[src/rtl/dbg_bp_pkg.sv]
package dbg_bp_pkg;

    typedef enum logic [1:0] {
        KIND_EXEC   = 2'd0,
        KIND_WRITE  = 2'd1,
        KIND_PORT   = 2'd2,
        KIND_ACCESS = 2'd3
    } bp_kind_e;

    localparam int KIND_W       = 2;
    localparam int FIELD_BASE   = 16;
    localparam int FIELD_STRIDE = 4;
    localparam int EN_STRIDE    = 2;

endpackage

[src/rtl/dbg_bp_slot.sv]
module dbg_bp_slot
    import dbg_bp_pkg::*;
#(
    parameter int ADDR_W = 32
) (
    input  logic [ADDR_W-1:0] addr_i,
    input  logic [ADDR_W-1:0] pc_i,
    input  logic              watch_i,
    input  logic [KIND_W-1:0] kind_i,
    input  logic [1:0]        en_i,
    output logic              fired_o,
    output logic              armed_o
);

    bp_kind_e kind;

    always_comb begin
        kind = bp_kind_e'(kind_i);
        unique case (kind)
            KIND_EXEC:   fired_o = (addr_i == pc_i);
            KIND_WRITE:  fired_o = watch_i;
            KIND_ACCESS: fired_o = watch_i;
            default:     fired_o = 1'b0;
        endcase
        armed_o = fired_o && (|en_i);
    end

endmodule

[src/rtl/dbg_bp_merge.sv]
module dbg_bp_merge #(
    parameter int NUM_SLOTS = 4
) (
    input  logic [NUM_SLOTS-1:0] fired_i,
    input  logic [NUM_SLOTS-1:0] armed_i,
    output logic [NUM_SLOTS-1:0] hit_mask_o,
    output logic                 any_armed_o
);

    always_comb begin
        hit_mask_o  = fired_i;
        any_armed_o = |armed_i;
    end

endmodule

[src/rtl/dbg_bp_eval.sv]
module dbg_bp_eval
    import dbg_bp_pkg::*;
#(
    parameter int          NUM_SLOTS  = 4,
    parameter int          ADDR_W     = 32,
    parameter int          STAT_W     = 32,
    parameter logic [31:0] STAT_RESET = 32'hFFFF_0FF0
) (
    input  logic                          clk,
    input  logic                          rst_n,
    input  logic [NUM_SLOTS*ADDR_W-1:0]   bp_addr_i,
    input  logic [FIELD_BASE+FIELD_STRIDE*NUM_SLOTS-1:0] ctrl_i,
    input  logic [ADDR_W-1:0]             pc_i,
    input  logic [NUM_SLOTS-1:0]          watch_hit_i,
    input  logic                          eval_i,
    input  logic                          force_i,
    output logic [STAT_W-1:0]             status_o,
    output logic                          trap_o
);

    localparam int UPPER_W = STAT_W - NUM_SLOTS;

    typedef struct packed {
        logic [STAT_W-1:0] status;
        logic              trap;
    } state_t;

    state_t state_d, state_q;

    logic [NUM_SLOTS-1:0] fired;
    logic [NUM_SLOTS-1:0] armed;
    logic [NUM_SLOTS-1:0] hit_mask;
    logic                 any_armed;
    logic [STAT_W-1:0]    work_status;

    for (genvar n = 0; n < NUM_SLOTS; n++) begin : g_slot
        dbg_bp_slot #(
            .ADDR_W (ADDR_W)
        ) u_slot (
            .addr_i  (bp_addr_i[n*ADDR_W +: ADDR_W]),
            .pc_i    (pc_i),
            .watch_i (watch_hit_i[n]),
            .kind_i  (ctrl_i[FIELD_BASE + FIELD_STRIDE*n +: KIND_W]),
            .en_i    (ctrl_i[EN_STRIDE*n +: EN_STRIDE]),
            .fired_o (fired[n]),
            .armed_o (armed[n])
        );
    end

    dbg_bp_merge #(
        .NUM_SLOTS (NUM_SLOTS)
    ) u_merge (
        .fired_i     (fired),
        .armed_i     (armed),
        .hit_mask_o  (hit_mask),
        .any_armed_o (any_armed)
    );

    always_comb begin
        state_d      = state_q;
        state_d.trap = 1'b0;
        work_status  = {state_q.status[STAT_W-1 -: UPPER_W], hit_mask};
        if (eval_i) begin
            if (any_armed || force_i) begin
                state_d.status = work_status;
            end
            state_d.trap = any_armed;
        end
    end

    always_ff @(posedge clk) begin
        if (!rst_n) begin
            state_q.status <= STAT_RESET[STAT_W-1:0];
            state_q.trap   <= 1'b0;
        end else begin
            state_q <= state_d;
        end
    end

    assign status_o = state_q.status;
    assign trap_o   = state_q.trap;

endmodule

[config.mk]
export PLATFORM = sky130hd
export DESIGN_NAME = dbg_bp_eval
export DESIGN_NICKNAME = d
export VERILOG_FILES = /design/src/rtl/dbg_bp_pkg.sv /design/src/rtl/dbg_bp_slot.sv /design/src/rtl/dbg_bp_merge.sv /design/src/rtl/dbg_bp_eval.sv
export SDC_FILE = /design/constraint.sdc
export NUM_CORES = 1
export LEC_CHECK = 0
export BUFFER_PORTS_ARGS = -buffer_cell sky130_fd_sc_hd__buf_2
export CAP_MARGIN = 40
export CORE_AREA = 2 2 90 92
export CTS_CLUSTER_SIZE = 14
export DETAILED_ROUTE_END_ITERATION = 10
export DIE_AREA = 0 0 92 94
export PLACE_DENSITY = 0.7
export REMOVE_ABC_BUFFERS = 1
export SETUP_SLACK_MARGIN = 0.1
export SYNTH_ARGS = -nofsm -noshare
export SYNTH_HDL_FRONTEND = slang
export SYNTH_SLANG_ARGS = --single-unit
[constraint.sdc]
create_clock -name clk -period 1.79 [get_ports clk]
set_input_delay 0.358 -clock clk [delete_from_list [all_inputs] [get_ports clk]]
set_output_delay 0.358 -clock clk [all_outputs]
set_load 0.02 [all_outputs]
==> flow_metrics.py, run 1 <==
metrics = {
    "global_route": {
        "grt_pass1_vias": 2633,
        "grt_pass1_wl_um": 13300,
        "antenna_found_initial": 0,
        "grt_max_degree": 10,
        "grt_overflow": 0,
        "track_usage": 0.202,
    },
    "critical_path": {
        "r2r_end": "status_o[0]",
        "cp.arrival_ps": 2010,
        "cpMostUsedCell": "nor4_4",
        "crit_type": "in2reg",
        "cpMaxStageDelayCell": "nor4_4",
        "reg2reg_depth": 2,
        "crit_chain": "buf_4, xor2_2, nor4_4, nand2_2, nor4_4, a221oi_2, a31o_4, mux2i_1",
        "cp_max_fo": 4,
        "startpoint_type": "input port",
        "cp-end-kind": "flop",
        "max_stage_delay_ps": 360,
        "r2r_start": "status_o[0]",
        "required_ps": 1890,
        "reg2reg_slack_ps": 1190,
    },
    "die": {
        "die_h_um": 94,
        "rows": 32,
        "die_x_um": 92,
        "die_area_sq_mm": 0.00865,
        "core_sq_mm": 0.00761,
        "ios": 233,
        "start_util": 0.256,
    },
    "route": {
        "drt_pre_antenna_iters": 4,
        "drtAntennaViolNets": 0,
        "drc": 0,
        "via_per_inst": 4.34,
        "wl_um": 9420,
        "wl_per_cell_um": 16.2,
        "drt_iter0_drc": 46,
        "vias": 2515,
    },
    "power_and_ir_drop": {
        "leakage_nw": 1.83,
        "powerDensity_mw_per_mm2": 326,
        "total_power_mw": 1.22,
        "ir_worst_vdd_uv": 142,
    },
    "yosys": {
        "yosys.area.top_type_share": 0.287,
        "ys_types": 25,
        "synth_edf_count": 0,
        "avgSynthCellArea_sq_um": 7.83,
        "synth_common_cells": "xor2_1, xnor2_1, buf_4",
        "synthArstFlopShare": 0,
        "syn_area_sq_mm": 0.00195,
        "syn_inst": 249,
        "yosysMostFrequentCell": "xor2_1",
        "synth_largest_area_cell": "xor2_1",
        "yosys_register_bits": 5,
        "synthTopCellsByArea": "xor2_1, xnor2_1, buf_4",
        "ys_seq_area_frac": 0.0513,
        "synthFlopType": "dfxtp_1",
        "synth_warnings": 0,
    },
    "placement": {
        "io_buffers": 188,
        "place_area_sq_mm": 0.00320,
        "dp.cells": 574,
        "place_hpwl_um": 8220,
        "place_ws_ps": -674,
        "place.gp.congestion": 0.864,
    },
    "clock_tree": {
        "cts_tree": "done",
        "clk_pin_slew_ps": 40,
        "cts_htree_levels": 1,
        "cts_sinks": 5,
        "clockBufferDepth": 2,
        "root_buffer": "clkbuf_8",
        "clk_latency_ps": 220,
        "cts_buffers": 3,
    },
    "final_layout": {
        "drive_gt1_frac": 0.592,
        "final_area_sq_mm": 0.00373,
        "num_antenna_cells": 0,
        "fillers": 748,
        "layoutNonFillerInstCount": 580,
        "area_growth_pct": 91.4,
        "nets": 679,
    },
    "timing": {
        "finClkSkew_ps": 0,
        "hold_violations": 0,
        "fin_crit_ps": 1910,
        "fmax_ghz": 0.524,
        "rsz0062_at_grt": "true",
        "fin_ws_ps": -120,
        "final.period_utilization": 1.07,
        "slew_viol_final": 0,
        "setup_viol": 4,
    },
    "outcome": {
        "status": "complete, but fails checks",
        "violations": "setup timing",
    },
    "worst_hold_path": {
        "hp-class": "in2reg",
        "hold_depth": 3,
        "worstHoldStart": "eval_i",
        "min_to": "trap_o",
    },
    "run": {
        "drv_cap": 0,
    },
}
[sequential cells by signal, indices dropped and copies added (netlist names)]
name,count
status_o,4
trap_o,1
[per-layer routing]
| metal | global-route usage | part of all wire |
|---|---|---|
| met5 | 0 | 0 |
| met4 | 0.0659 | 0.029 |
| met3 | 0.0217 | 0.059 |
| met2 | 0.392 | 0.53 |
| met1 | 0.231 | 0.38 |
[stage by stage]
stage	util	setup TNS [ps]	hold slack, ps
finish	0.491	-419	409
floorplan	-	-481	472
CTS	0.450	-707	405
global placement	0.421	-3020	447
detailed placement	0.421	-3130	454
global route	0.491	-927	423
[what timing repair did]
action | CTS | global route
pin swaps | 21 | 34
setup buffers | 2 | 0
setup endpoints to repair | 5 | 5
gates resized for setup | 27 | 57
hold buffers | 0 | 0
hold endpoints to repair | 0 | 0
[cells by family after synthesis]
kind of cell	count (synthesis)	synth area share
xor+xnor	127	0.570
simple gates	69	0.196
buf+inv	34	0.119
compound gates	8	0.0391
flops	5	0.0513
mux	4	0.0205
other cells	2	0.00385
[power by group]
group          leakage, nW  switching (mW)  internal, mW
Clock               0.0228          0.0601         0.153
Combinational         1.76           0.433         0.452
Sequential          0.0408         0.00203         0.117
Total                 1.83           0.495         0.722
[worst max-delay path by stage]
stage | from | to | slack (ps) | cells after the start
2_1_floorplan | pc_i[8] | status_o[3] | -120 | 7
3_5_place_dp | pc_i[8] | status_o[0] | -670 | 8
4_1_cts | bp_addr_i[80] | status_o[0] | -190 | 9
6_report | pc_i[19] | status_o[0] | -120 | 8
5_1_grt | pc_i[1] | status_o[0] | -240 | 9
3_3_place_gp | pc_i[8] | status_o[3] | -640 | 8
[critical path: cells and delay by family]
kind	cells	cell delay, ps
AOI/OAI and AO/OA	2	400
xor gates and xnor gates	1	190
buffers and inverters	1	150
muxes	1	130
and+or+nand+nor	3	780
[cells in the final DEF (no fill, tap or decap), drive strengths merged]
master,instances
a31o,1
or2,4
and2,2
a2111oi,1
xor2,64
o21ai,2
nor4,18
nor2,4
nand2,14
mux2i,4
nand3,4
buf,228
dfxtp,5
nand4,18
o22a,1
conb,28
nor3,5
xnor2,63
o2111ai,1
a221oi,1
clkbuf,5
inv,4
a211oi,1
[cell type report]
class,count,area [sq um],share of cell area
Timing Repair Buffer,229,1370,0.367
Inverter,4,15.0,0.00402
Sequential cell,5,100,0.0268
Clock buffer,4,45.0,0.0121
Multi-Input combinational cell,236,2080,0.556
Tap cell,102,128,0.0342
(Power assumes the default switching activity.)
==> run 2: changes to the inputs <==
--- a/config.mk
+++ b/config.mk
@@ -11,6 +11,7 @@
 export CTS_CLUSTER_SIZE = 14
 export DETAILED_ROUTE_END_ITERATION = 10
 export DIE_AREA = 0 0 92 94
+export GPL_TIMING_DRIVEN = 0
 export PLACE_DENSITY = 0.7
 export REMOVE_ABC_BUFFERS = 1
 export SETUP_SLACK_MARGIN = 0.1
==> flow_metrics.py, run 2 (synthesis results as in run 1) <==
metrics = {
    "outcome": {
        "status": "complete, but fails checks",
        "violations": "setup timing",
    },
    "die": {
        "die_h_um": 94,
        "start_util": 0.256,
        "die_area_sq_mm": 0.00865,
        "ios": 233,
        "die_x_um": 92,
        "rows": 32,
        "core_sq_mm": 0.00761,
    },
    "critical_path": {
        "crit_chain": "buf_6, xor2_1, a2111oi_2, o2111ai_2, nor4_4, a221oi_2, a31o_4, mux2i_1",
        "required_ps": 1900,
        "cp-end-kind": "flop",
        "cp_max_fo": 4,
        "timing.critical_path.from": "pc_i[8]",
        "cpMaxStageDelayCell": "nor4_4",
        "r2r_start": "status_o[1]",
        "cp_num_buf_inv": 1,
        "startpoint_type": "input port",
        "max_stage_delay_ps": 360,
        "crit_type": "in2reg",
        "cp.arrival_ps": 2050,
        "worst_path_dominant_cell_family": "compound AO/OA/AOI/OAI gates",
    },
    "timing": {
        "finClkSkew_ps": 0,
        "fin_crit_ps": 1940,
        "hold_slack_ps": 420,
        "setup-tns-final_ps": -616,
        "fin_ws_ps": -145,
        "final.period_utilization": 1.08,
        "rsz0062_at_grt": "true",
        "setup_viol": 5,
        "slew_viol_final": 0,
        "hold_violations": 0,
        "fmax_ghz": 0.517,
    },
    "route": {
        "wl_um": 8680,
        "via_per_inst": 4.33,
        "vias": 2354,
        "drt_pre_antenna_iters": 6,
        "drt_iter0_drc": 29,
        "wl_per_cell_um": 16.0,
        "drtAntennaViolNets": 0,
        "drc": 0,
    },
    "global_route": {
        "antenna_found_initial": 0,
        "grt_pass1_vias": 2398,
        "grt_pass1_wl_um": 12300,
        "grt_overflow": 0,
        "grt_max_degree": 10,
        "track_usage": 0.190,
    },
    "worst_hold_path": {
        "hp-class": "in2reg",
        "worstHoldStart": "eval_i",
    },
    "final_layout": {
        "area_growth_pct": 67.5,
        "num_antenna_cells": 0,
        "final_util": 0.429,
        "final_common_cell": "buf_2",
        "largest_reg_flops": 4,
        "final_cell_mix": "buf_2, xor2_1, xnor2_1, conb_1, nand4_1",
        "layoutNonFillerInstCount": 544,
        "drive_gt1_frac": 0.520,
        "nets": 643,
    },
    "power_and_ir_drop": {
        "leakage_nw": 1.61,
        "total_power_mw": 1.09,
        "ir_worst_vdd_uv": 148,
        "powerDensity_mw_per_mm2": 334,
    },
    "clock_tree": {
        "clk_pin_slew_ps": 30,
        "cts_sinks": 5,
        "clockBufferDepth": 2,
        "cts_tree": "done",
        "clk_latency_ps": 230,
        "cts_buffers": 3,
        "cts_htree_levels": 1,
        "cts.hold.buffers_added": 0,
        "root_buffer": "clkbuf_8",
    },
    "run": {
        "drv_cap": 0,
    },
    "placement": {
        "io_buffers": 188,
        "dp.cells": 535,
        "place.gp.congestion": 0.834,
        "place_hpwl_um": 7690,
    },
}
==> run 2: cell types whose count changed in the layout (fill, tap and decap cells not counted), moves of 6 or more <==
cell | previous run | this run
buf_4 | 37 | 12
buf_6 | 14 | 5
xnor2_1 | 44 | 51
xor2_1 | 57 | 64
xnor2_2 | 18 | 12
xor2_2 | 6 | 0
==> run 2: power breakdown <==
group          leakage, nW  internal, mW  switching [mW]
Combinational         1.54         0.377           0.384
Sequential          0.0408         0.117         0.00202
Clock               0.0228         0.153          0.0590
Total                 1.61         0.648           0.445
==> run 2: per-layer routing <==
metal,vias to the layer above,global-route usage,part of all wire
met5,-,0,0
met4,0,0.0410,0.0090
met3,7,0.0144,0.064
met2,130,0.381,0.55
met1,1046,0.218,0.38
li1,1171,-,-
==> run 2: stage by stage <==
step	setup WS, ps	instance area (sq um)
floorplan	-122	1830
global placement	-601	2900
detailed placement	-607	2900
CTS	-152	3180
global route	-230	3270
finish	-145	3270
==> run 2: worst paths after layout <==
path                 end  slack, ps  cells past startpoint
max          status_o[1]       -150                      8
min               trap_o        420                      3
max reg2reg  status_o[1]       1220                      2
min reg2reg  status_o[0]        450                      2
==> run 2: area by class of cell <==
cell class              count  area [sq um]
clock buffers               4          45.0
fillers                   779          4340
inverters                   4          15.0
multi-input cells         236          1920
flip-flops and latches      5           100
well taps                 102           128
repair buffers            193          1060
==> run 2: worst min-delay path: cells and delay by family <==
kind | cells | cell delay [ps]
buffers and inverters | 2 | 180
AO/OA/AOI/OAI | 1 | 50
==> run 2: repair_timing <==
| item | 4_1_cts | 5_1_grt |
|---|---|---|
| resized for setup | 39 | 20 |
| setup buffers | 4 | 1 |
| endpoints found under the setup margin | 5 | 5 |
| pin swaps | 21 | 16 |
==> run 3: changes to the inputs <==
--- a/config.mk
+++ b/config.mk
@@ -12,7 +12,7 @@
 export DETAILED_ROUTE_END_ITERATION = 10
 export DIE_AREA = 0 0 92 94
 export GPL_TIMING_DRIVEN = 0
-export PLACE_DENSITY = 0.7
+export PLACE_DENSITY = 0.67
 export REMOVE_ABC_BUFFERS = 1
 export SETUP_SLACK_MARGIN = 0.1
 export SYNTH_ARGS = -nofsm -noshare
==> flow_metrics.py, run 3 (synthesis results as in run 1) <==
metrics = {
    "outcome": {
        "status": "complete, but fails checks",
        "violations": "setup timing",
    },
    "timing": {
        "hold_violations": 0,
        "rsz0062_at_grt": "true",
        "setup_viol": 5,
        "finClkSkew_ps": 0,
        "fin_ws_ps": -108,
        "slew_viol_final": 0,
        "final.period_utilization": 1.06,
        "fin_crit_ps": 1900,
        "fmax_ghz": 0.527,
    },
    "global_route": {
        "grt_overflow": 0,
        "grt_pass1_vias": 2450,
        "track_usage": 0.190,
        "grt_pass1_wl_um": 12400,
        "antenna_found_initial": 0,
        "grt_max_degree": 10,
    },
    "placement": {
        "io_buffers": 188,
        "place_ws_ps": -756,
        "place_hpwl_um": 7580,
        "place_area_sq_mm": 0.00290,
        "place.gp.congestion": 0.835,
        "dp.cells": 535,
    },
    "die": {
        "die_x_um": 92,
        "die_area_sq_mm": 0.00865,
        "start_util": 0.256,
        "die_h_um": 94,
        "ios": 233,
        "core_sq_mm": 0.00761,
        "rows": 32,
    },
    "worst_hold_path": {
        "worstHoldStart": "eval_i",
        "hp-class": "in2reg",
        "hold_depth": 3,
        "min_to": "trap_o",
    },
    "route": {
        "wl_um": 8560,
        "drc": 0,
        "via_per_inst": 4.33,
        "wl_per_cell_um": 15.7,
        "drt_pre_antenna_iters": 4,
        "vias": 2362,
        "drt_iter0_drc": 33,
        "drtAntennaViolNets": 0,
    },
    "power_and_ir_drop": {
        "powerDensity_mw_per_mm2": 330,
        "ir_worst_vdd_uv": 148,
        "leakage_nw": 1.63,
    },
    "clock_tree": {
        "clk_pin_slew_ps": 40,
        "cts_sinks": 5,
        "root_buffer": "clkbuf_8",
        "cts_tree": "done",
        "cts_buffers": 3,
        "clockBufferDepth": 2,
        "clk_latency_ps": 230,
        "cts_htree_levels": 1,
    },
    "critical_path": {
        "cp-end-kind": "flop",
        "required_ps": 1900,
        "r2r_start": "status_o[2]",
        "r2r_end": "status_o[2]",
        "cp.arrival_ps": 2010,
        "crit_type": "in2reg",
        "reg2reg_depth": 2,
        "startpoint_type": "input port",
        "reg2reg_slack_ps": 1240,
        "cp_max_fo": 4,
    },
    "run": {
        "drv_cap": 0,
    },
    "final_layout": {
        "final_cell_mix": "buf_2, xor2_1, xnor2_1, conb_1, nand4_1",
        "fillers": 758,
        "largest_reg_flops": 4,
        "drive_gt1_frac": 0.540,
        "nets": 644,
        "final_area_sq_mm": 0.00346,
        "area_growth_pct": 77.4,
        "final_common_cell": "buf_2",
        "layoutNonFillerInstCount": 545,
        "num_antenna_cells": 0,
    },
}
==> run 3: timing repair <==
item | CTS | global route
hold buffers | 0 | 0
setup buffers | 5 | 1
resized for setup | 46 | 52
pin swaps | 30 | 35
endpoints found under the setup margin | 5 | 5
==> run 3: how the worst max path moves through the flow <==
stage / start / endpoint / slack (ps) / cells after the start
CTS: pc_i[1] / status_o[0] / -140 / 8
finish: bp_addr_i[16] / status_o[0] / -110 / 9
floorplan: pc_i[8] / status_o[3] / -120 / 7
global placement: pc_i[0] / status_o[0] / -750 / 8
detailed placement: pc_i[0] / status_o[3] / -760 / 8
global route: bp_addr_i[89] / status_o[1] / -230 / 8
==> run 3: metal layers <==
metal | routed length [um] | GRT usage | up-vias | share of wire
li1 | - | - | 1168 | -
met1 | 3260 | 0.222 | 1052 | 0.38
met2 | 4540 | 0.363 | 133 | 0.53
met3 | 619 | 0.0233 | 9 | 0.072
met4 | 137 | 0.0510 | 0 | 0.016
met5 | 0 | 0 | - | 0
==> run 3: critical path: stages <==
cell and delay, ps:
buf_2 70, inv_1 80, a2111oi_4 380, o2111ai_1 200, nor4_2 290, buf_4 170
a221oi_4 70, a31o_4 280, mux2i_1 110
==> run 3: final cells by class <==
cell class	count	area, sq um	share of cell area
tap	102	128	0.0369
clock buffer	4	45.0	0.0130
sequential	5	100	0.0289
timing repair buffer	194	1160	0.336
inverter	4	15.0	0.00434
multi-input combinational	236	2010	0.581
==> run 3: power by group <==
group	switching (mW)	internal [mW]	leakage (nW)
logic	0.398	0.411	1.57
clock network	0.0624	0.153	0.0228
registers	0.00178	0.117	0.0408
==> run 3: per-stage QoR <==
step | hold WS, ps | power (mW) | util | TNS [ps]
finish | 419 | 1.14 | 0.455 | -433
global route | 433 | 1.23 | 0.455 | -1000
CTS | 418 | 1.09 | 0.423 | -596
detailed placement | 451 | 0.798 | 0.381 | -3590
global placement | 445 | 0.790 | 0.381 | -3550
floorplan | 472 | 0.449 | - | -481
